==> config.mk <==
export PLATFORM = sky130hd
export DESIGN_NAME = spi_word_master
export DESIGN_NICKNAME = d
export VERILOG_FILES = /design/src/rtl/spiw_pkg.sv /design/src/rtl/spiw_tick.sv /design/src/rtl/spiw_regs.sv /design/src/rtl/spiw_engine.sv /design/src/rtl/spi_word_master.sv
export SDC_FILE = /design/constraint.sdc
export NUM_CORES = 1
export LEC_CHECK = 0
export ABC_AREA = 0
export ABC_CLOCK_PERIOD_IN_PS = 8000
export BUFFER_PORTS_ARGS = -buffer_cell sky130_fd_sc_hd__buf_2
export CORE_ASPECT_RATIO = 0.8
export CORE_MARGIN = 10
export CORE_UTILIZATION = 49
export DETAILED_ROUTE_END_ITERATION = 6
export PLACE_DENSITY = 0.71
export RECOVER_POWER = 25
export SETUP_SLACK_MARGIN = 0.05
export SLEW_MARGIN = 20
export SYNTH_ARGS = -nofsm -noshare
export SYNTH_HDL_FRONTEND = slang
export SYNTH_SLANG_ARGS = --single-unit
==> constraint.sdc <==
create_clock -name clk -period 8 [get_ports clk]
set_input_delay 1.2 -clock clk [delete_from_list [all_inputs] [get_ports clk]]
set_output_delay 1.2 -clock clk [all_outputs]
set_load 0.005 [all_outputs]
==> src/rtl/spiw_pkg.sv <==
package spiw_pkg;
  localparam int unsigned WORD_W = 32;

  localparam logic [7:0] A_FSEL = 8'h00;
  localparam logic [7:0] A_CLK  = 8'h04;
  localparam logic [7:0] A_TXD  = 8'h10;
  localparam logic [7:0] A_CTL  = 8'h14;
  localparam logic [7:0] A_RXD  = 8'h18;

  localparam int unsigned CTL_GO_BIT   = 31;
  localparam int unsigned CTL_CS_LSB   = 28;
  localparam int unsigned CTL_TERM_BIT = 26;
  localparam int unsigned CLK_FLAG_LSB = 6;
  localparam int unsigned CLK_HOLD_LSB = 8;

  typedef enum logic [1:0] {
    ENG_IDLE  = 2'd0,
    ENG_SHIFT = 2'd1,
    ENG_HOLD  = 2'd2
  } eng_state_t;
endpackage

==> src/rtl/spiw_tick.sv <==
module spiw_tick #(
  parameter int DIV_W = 5
) (
  input  logic             clk,
  input  logic             rst,
  input  logic             run,
  input  logic [DIV_W-1:0] div,
  output logic             tick
);
  logic [DIV_W-1:0] cnt;

  assign tick = run && (cnt == div);

  always_ff @(posedge clk) begin
    if (rst || !run) cnt <= '0;
    else if (cnt == div) cnt <= '0;
    else cnt <= cnt + DIV_W'(1);
  end
endmodule

==> src/rtl/spiw_regs.sv <==
module spiw_regs
  import spiw_pkg::*;
#(
  parameter int ADDR_W = 8,
  parameter int NUM_CS = 3,
  parameter int DIV_W  = 5,
  parameter int HOLD_W = 6,
  parameter int CNT_W  = 6
) (
  input  logic                clk,
  input  logic                rst,
  input  logic [ADDR_W-1:0]   bus_addr,
  input  logic                bus_wr,
  input  logic [WORD_W-1:0]   bus_wdata,
  output logic [WORD_W-1:0]   bus_rdata,
  input  logic                busy,
  input  logic [WORD_W-1:0]   rx_data,
  output logic [DIV_W-1:0]    div,
  output logic [HOLD_W-1:0]   hold,
  output logic [WORD_W-1:0]   tx_data,
  output logic [NUM_CS-1:0]   cs_pick,
  output logic                term,
  output logic [CNT_W-1:0]    count,
  output logic                start,
  output logic                release_all
);
  logic              fsel_q;
  logic [DIV_W-1:0]  div_q;
  logic [1:0]        flag_q;
  logic [HOLD_W-1:0] hold_q;
  logic [WORD_W-1:0] tx_q;
  logic [NUM_CS-1:0] ctl_cs_q;
  logic              ctl_term_q;
  logic [CNT_W-1:0]  ctl_cnt_q;
  logic              ctl_wr, ctl_accept;
  logic [WORD_W-1:0] clk_word, ctl_word;

  assign ctl_wr      = bus_wr && (bus_addr == ADDR_W'(A_CTL));
  assign ctl_accept  = ctl_wr && !busy;
  assign start       = ctl_accept && bus_wdata[CTL_GO_BIT] && fsel_q;
  assign release_all = ctl_accept && (bus_wdata == '0);
  assign term        = bus_wdata[CTL_TERM_BIT];
  assign count       = bus_wdata[CNT_W-1:0];
  assign div         = div_q;
  assign hold        = hold_q;
  assign tx_data     = tx_q;

  // lowest requested chip select wins
  always_comb begin
    cs_pick = '0;
    for (int i = NUM_CS - 1; i >= 0; i--)
      if (bus_wdata[CTL_CS_LSB + i]) cs_pick = NUM_CS'(1) << i;
  end

  always_ff @(posedge clk) begin
    if (rst) begin
      fsel_q     <= 1'b0;
      div_q      <= '0;
      flag_q     <= '0;
      hold_q     <= '0;
      tx_q       <= '0;
      ctl_cs_q   <= '0;
      ctl_term_q <= 1'b0;
      ctl_cnt_q  <= '0;
    end else if (bus_wr) begin
      if (bus_addr == ADDR_W'(A_FSEL)) fsel_q <= bus_wdata[0];
      if (bus_addr == ADDR_W'(A_CLK)) begin
        div_q  <= bus_wdata[DIV_W-1:0];
        flag_q <= bus_wdata[CLK_FLAG_LSB +: 2];
        hold_q <= bus_wdata[CLK_HOLD_LSB +: HOLD_W];
      end
      if (bus_addr == ADDR_W'(A_TXD)) tx_q <= bus_wdata;
      if (ctl_accept) begin
        ctl_cs_q   <= cs_pick;
        ctl_term_q <= bus_wdata[CTL_TERM_BIT];
        ctl_cnt_q  <= bus_wdata[CNT_W-1:0];
      end
    end
  end

  always_comb begin
    clk_word = '0;
    clk_word[DIV_W-1:0]            = div_q;
    clk_word[CLK_FLAG_LSB +: 2]    = flag_q;
    clk_word[CLK_HOLD_LSB +: HOLD_W] = hold_q;
    ctl_word = '0;
    ctl_word[CTL_GO_BIT]             = busy;
    ctl_word[CTL_CS_LSB +: NUM_CS]   = ctl_cs_q;
    ctl_word[CTL_TERM_BIT]           = ctl_term_q;
    ctl_word[CNT_W-1:0]              = ctl_cnt_q;
  end

  always_ff @(posedge clk) begin
    if (rst) bus_rdata <= '0;
    else begin
      case (bus_addr)
        ADDR_W'(A_FSEL): bus_rdata <= {{(WORD_W-1){1'b0}}, fsel_q};
        ADDR_W'(A_CLK):  bus_rdata <= clk_word;
        ADDR_W'(A_TXD):  bus_rdata <= tx_q;
        ADDR_W'(A_CTL):  bus_rdata <= ctl_word;
        ADDR_W'(A_RXD):  bus_rdata <= rx_data;
        default:         bus_rdata <= '0;
      endcase
    end
  end

  // a command arriving while busy must not alter the stored control fields
  assert_ctl_locked_R12: assert property (@(posedge clk) disable iff (rst)
    (busy && ctl_wr) |=> ($stable(ctl_cs_q) && $stable(ctl_cnt_q) && $stable(ctl_term_q)));
endmodule

==> src/rtl/spiw_engine.sv <==
module spiw_engine
  import spiw_pkg::*;
#(
  parameter int NUM_CS = 3,
  parameter int HOLD_W = 6,
  parameter int CNT_W  = 6
) (
  input  logic              clk,
  input  logic              rst,
  input  logic              start,
  input  logic              release_all,
  input  logic [NUM_CS-1:0] cs_pick,
  input  logic              term,
  input  logic [CNT_W-1:0]  count,
  input  logic [WORD_W-1:0] tx_data,
  input  logic [HOLD_W-1:0] hold,
  input  logic              tick,
  input  logic              spi_miso,
  output logic              shifting,
  output logic              busy,
  output logic              spi_sclk,
  output logic              spi_mosi,
  output logic [NUM_CS-1:0] spi_cs_n,
  output logic [WORD_W-1:0] rx_data
);
  localparam logic [CNT_W-1:0] FULL = CNT_W'(WORD_W);

  eng_state_t        state;
  logic              sclk_q;
  logic [WORD_W-1:0] tx_sh, rx_sh, rx_q, tx_aligned;
  logic [CNT_W-1:0]  left, nbits;
  logic              term_q;
  logic [HOLD_W-1:0] hold_q, hcnt;
  logic [NUM_CS-1:0] cs_n_q;

  always_comb begin
    nbits = ((count == '0) || (count > FULL)) ? FULL : count;
    tx_aligned = tx_data << (FULL - nbits);
  end

  assign shifting = (state == ENG_SHIFT);
  assign busy     = (state != ENG_IDLE);
  assign spi_sclk = sclk_q;
  assign spi_mosi = tx_sh[WORD_W-1];
  assign spi_cs_n = cs_n_q;
  assign rx_data  = rx_q;

  always_ff @(posedge clk) begin
    if (rst) begin
      state  <= ENG_IDLE;
      sclk_q <= 1'b0;
      tx_sh  <= '0;
      rx_sh  <= '0;
      rx_q   <= '0;
      left   <= '0;
      term_q <= 1'b0;
      hold_q <= '0;
      hcnt   <= '0;
      cs_n_q <= '1;
    end else begin
      case (state)
        ENG_IDLE: begin
          if (start) begin
            state  <= ENG_SHIFT;
            tx_sh  <= tx_aligned;
            rx_sh  <= '0;
            left   <= nbits;
            term_q <= term;
            hold_q <= hold;
            cs_n_q <= ~cs_pick;
            sclk_q <= 1'b0;
          end else if (release_all) begin
            cs_n_q <= '1;
          end
        end
        ENG_SHIFT: begin
          if (tick) begin
            if (!sclk_q) begin
              sclk_q <= 1'b1;
              rx_sh  <= {rx_sh[WORD_W-2:0], spi_miso};
            end else begin
              sclk_q <= 1'b0;
              if (left == CNT_W'(1)) begin
                rx_q  <= rx_sh;
                hcnt  <= '0;
                state <= term_q ? ENG_HOLD : ENG_IDLE;
              end else begin
                left  <= left - CNT_W'(1);
                tx_sh <= tx_sh << 1;
              end
            end
          end
        end
        ENG_HOLD: begin
          if (hcnt == hold_q) begin
            cs_n_q <= '1;
            state  <= ENG_IDLE;
          end else begin
            hcnt <= hcnt + HOLD_W'(1);
          end
        end
        default: state <= ENG_IDLE;
      endcase
    end
  end

  assert_cs_onehot_R5: assert property (@(posedge clk) disable iff (rst)
    $onehot0(~spi_cs_n));

  assert_sclk_on_tick_R9: assert property (@(posedge clk) disable iff (rst)
    !tick |=> $stable(sclk_q));

  assert_mosi_on_fall_R9: assert property (@(posedge clk) disable iff (rst)
    (busy && $past(busy) && !$fell(sclk_q)) |-> $stable(spi_mosi));

  assert_busy_from_start_R4: assert property (@(posedge clk) disable iff (rst)
    $rose(busy) |-> $past(start));

  assert_rx_hold_R12: assert property (@(posedge clk) disable iff (rst)
    (state != ENG_SHIFT) |=> $stable(rx_q));
endmodule

==> src/rtl/spi_word_master.sv <==
module spi_word_master
  import spiw_pkg::*;
#(
  parameter int ADDR_W = 8,
  parameter int NUM_CS = 3,
  parameter int DIV_W  = 5,
  parameter int HOLD_W = 6,
  parameter int CNT_W  = 6
) (
  input  logic              clk,
  input  logic              rst,
  input  logic [ADDR_W-1:0] bus_addr,
  input  logic              bus_wr,
  input  logic [31:0]       bus_wdata,
  output logic [31:0]       bus_rdata,
  output logic              spi_sclk,
  output logic              spi_mosi,
  input  logic              spi_miso,
  output logic [NUM_CS-1:0] spi_cs_n
);
  logic [DIV_W-1:0]  div;
  logic [HOLD_W-1:0] hold;
  logic [WORD_W-1:0] tx_data, rx_data;
  logic [NUM_CS-1:0] cs_pick;
  logic [CNT_W-1:0]  count;
  logic              term, start, release_all, busy, shifting, tick;

  spiw_regs #(
    .ADDR_W(ADDR_W), .NUM_CS(NUM_CS), .DIV_W(DIV_W), .HOLD_W(HOLD_W), .CNT_W(CNT_W)
  ) u_regs (
    .clk(clk), .rst(rst), .bus_addr(bus_addr), .bus_wr(bus_wr),
    .bus_wdata(bus_wdata), .bus_rdata(bus_rdata), .busy(busy), .rx_data(rx_data),
    .div(div), .hold(hold), .tx_data(tx_data), .cs_pick(cs_pick), .term(term),
    .count(count), .start(start), .release_all(release_all)
  );

  spiw_tick #(.DIV_W(DIV_W)) u_tick (
    .clk(clk), .rst(rst), .run(shifting), .div(div), .tick(tick)
  );

  spiw_engine #(.NUM_CS(NUM_CS), .HOLD_W(HOLD_W), .CNT_W(CNT_W)) u_engine (
    .clk(clk), .rst(rst), .start(start), .release_all(release_all),
    .cs_pick(cs_pick), .term(term), .count(count), .tx_data(tx_data),
    .hold(hold), .tick(tick), .spi_miso(spi_miso), .shifting(shifting),
    .busy(busy), .spi_sclk(spi_sclk), .spi_mosi(spi_mosi),
    .spi_cs_n(spi_cs_n), .rx_data(rx_data)
  );
endmodule

==> metrics.cfg <==
[power]
p_per_area_nw_per_um2=208
power_frac_seq_pct=44.4
power.leakage_nw=3.89
switchingPower_mw=0.548
total_power_mw=2.40
comb_power_share_pct=5.9
vdd.ir_drop.worst_mv=0.188
swShare_pct=22.8
clkPwrFrac_pct=49.7
p_int_mw=1.85

[global_route]
overflow=0
antenna_found_initial=0
grt_max_degree=102
grt_pass1_wl_microns=49400
grt_usage_pct=21.9
grt_pass1_vias=8747

[cts]
cts_tree=yes
h-tree-depth=1
cts.sinks=214
cts-buffers-inserted=22
postCtsSetupRepairBufs=0
cts-resized-gates=0
clock-root-buffer=clkbuf_16
clkLatencyLatePin_ns=0.53
clk_pin_slew_ns=0.06
holdBufCountCts=0
clock_path_buffers=3

[synthesis]
syn-num-nets=1306
syn_inst=1257
ys_top_cells_by_area=dfxtp_1, nand2_1, a21oi_1
yosysUniqueCellTypes=75
synth_seq_cells=214
yosysTopAreaCell=dfxtp_1
synthArstFlopShare_pct=0
synth_edf_count=0
syn_avg_cell_area_sq_um=8.26
synth.yosys.warnings=0
ys.flop_type=dfxtp_1
ys_seq_area_share_pct=41.3
netlist_area_sq_um=10400
synth_top_area_share_pct=41.3

[die]
die_x_microns=183
core_area_sq_um=20800
die_h_microns=150
io_pins=81
start_util_pct=50.0
dieArea_sq_um=27400
std_cell_rows=47

[timing]
clock_skew_ns=0.0188
finalCritPeriodShare_pct=53.3
rsz0062_at_grt=no
slew_viol_final=78
min_period_ns=4.27
setup_viol=0
tightestPinTransition_ns=1.93
finalHoldViolations=0
slew_headroom_pct=-28.8
tns_ns=0
fmax_mhz=234

[routing]
drt-vias-per-instance=6.15
vias=9644
avgRoutedWirePerCell_microns=20.1
drt_first_iter_violations=1204
drc=0
antenna_left=0
wirelength_microns=31600
drt-pass1-iter-count=6

[critical_path]
critPathCaptureType=flip-flop
crit_required_ns=8.41
worstSetupPathType=in -> reg
timing.rr.end=u_engine.rx_data[18]$_SDFFE_PP0P_
crit_end=u_engine.tx_sh[30]$_SDFFE_PP0P_
cp-startpoint=bus_wdata[0]
worst_ep_arrival_time_ns=4.67
start_kind=primary input
r2r_slack_ns=4.04
timing.rr.start=u_engine.state[0]$_SDFFE_PP0P_
reg2reg_depth=7
cp_max_fo=38

[cells_and_area]
fin_util_pct=55.7
nNetsFinal=1332
stdcell_area_sq_um=11600
syn_to_final_growth_pct=11.4
layout_common_cells=nand2_1, dfxtp_1, a21oi_1, nor2_1, nand3_1
fillers=1929
seqCellArea_sq_um=4280
drive_gt1_share_pct=10.5
multi_input_area_sq_um=5520
final_common_cell=nand2_1

[placement]
io_buffers=80
hpwl_microns=22000
placed_area_sq_um=10800
gp_congestion=0.978

[run]
maxCapViolCount=2

[min_path]
hold_path.class=reg -> reg

[status]
status=complete, but fails checks
violations=max-capacitance violations, max-slew violations

## critical path: stages
cell and delay (ns):
buf_2 0.16, nor2b_2 0.16, buf_4 0.31, inv_2 0.33, ha_1 0.39, buf_4 0.44
mux2i_1 0.47, inv_1 0.07, mux4_1 0.61, o22ai_1 0.20, nand2_1 0.07, a41o_1 0.24
## layout make-up
cell class              instances  area share (%)
diodes                          1          0.0216
clock buffers                  28            5.30
clock inverters                12            2.04
inverters                      19           0.617
multi-input cells             926            47.7
flip-flops and latches        214            37.0
well taps                     269            2.91
repair buffers                100            4.33
## how the worst min path moves through the flow
stage / startpoint / end / slack [ns] / cells past startpoint
2_1_floorplan: u_engine.rx_data[1]$_SDFFE_PP0P_ / u_engine.rx_data[1]$_SDFFE_PP0P_ / 0.43 / 2
4_1_cts: u_engine.rx_data[6]$_SDFFE_PP0P_ / u_engine.rx_data[6]$_SDFFE_PP0P_ / 0.45 / 2
6_report: u_engine.rx_data[6]$_SDFFE_PP0P_ / u_engine.rx_data[6]$_SDFFE_PP0P_ / 0.45 / 2
5_1_grt: u_engine.rx_data[6]$_SDFFE_PP0P_ / u_engine.rx_data[6]$_SDFFE_PP0P_ / 0.47 / 2
3_5_place_dp: u_engine.rx_data[11]$_SDFFE_PP0P_ / u_engine.rx_data[11]$_SDFFE_PP0P_ / 0.44 / 2
3_3_place_gp: u_engine.rx_data[15]$_SDFFE_PP0P_ / u_engine.rx_data[15]$_SDFFE_PP0P_ / 0.44 / 2
## power by group through the flow
stage	Combinational, mW	Sequential, mW	Clock (mW)
after CTS	0.139	1.07	1.20
after floorplan	0.105	1.09	0
final	0.142	1.07	1.19
after global routing	0.150	1.07	1.24
after global placement	0.139	1.09	0
after detailed placement	0.138	1.09	0
## sequential cells by signal, indices dropped and copies added, names as in the netlist, 6 cells and up
signal,count
u_regs.ctl_cnt_q,6
u_engine.rx_data,32
u_regs.hold,6
u_engine.tx_sh,32
u_regs.tx_data,32
u_engine.hcnt,6
u_engine.hold_q,6
u_regs.bus_rdata,32
u_engine.rx_sh,32
u_engine.left,6
## routing by layer
metal	track usage, %	vias up	share of wire [%]
li1	-	4517	-
met1	32.0	4594	45
met2	31.8	489	43
met3	5.33	44	10
met4	4.99	0	1.8
met5	0	-	0
## synthesized netlist by cell type, types with 14 or more instances
master	n
nand2_1	280
dfxtp_1	214
a21oi_1	178
nor2_1	81
clkbuf_1	64
nand3_1	64
mux2i_1	36
a22oi_1	32
nor3_1	22
a211oi_1	20
o21ai_0	19
inv_1	18
xnor2_1	16
buf_2	14
## stage by stage
stage	instances	worst slack, ns	hold WS, ns
after floorplan	1257	3.99	0.431
after detailed placement	1528	3.26	0.444
final	1569	3.73	0.449
after global placement	1528	3.22	0.438
after global routing	1568	3.55	0.471
after CTS	1568	3.78	0.452
## cells by family after synthesis
group	after synthesis	share of synthesized area, %
simple gates	521	22.3
compound gates	314	18.5
flops	214	41.3
buf+inv	117	5.72
mux	64	9.57
xor+xnor	22	2.04
fa+ha+maj	5	0.603
No activity file was read; power rests on OpenSTA's default activity.
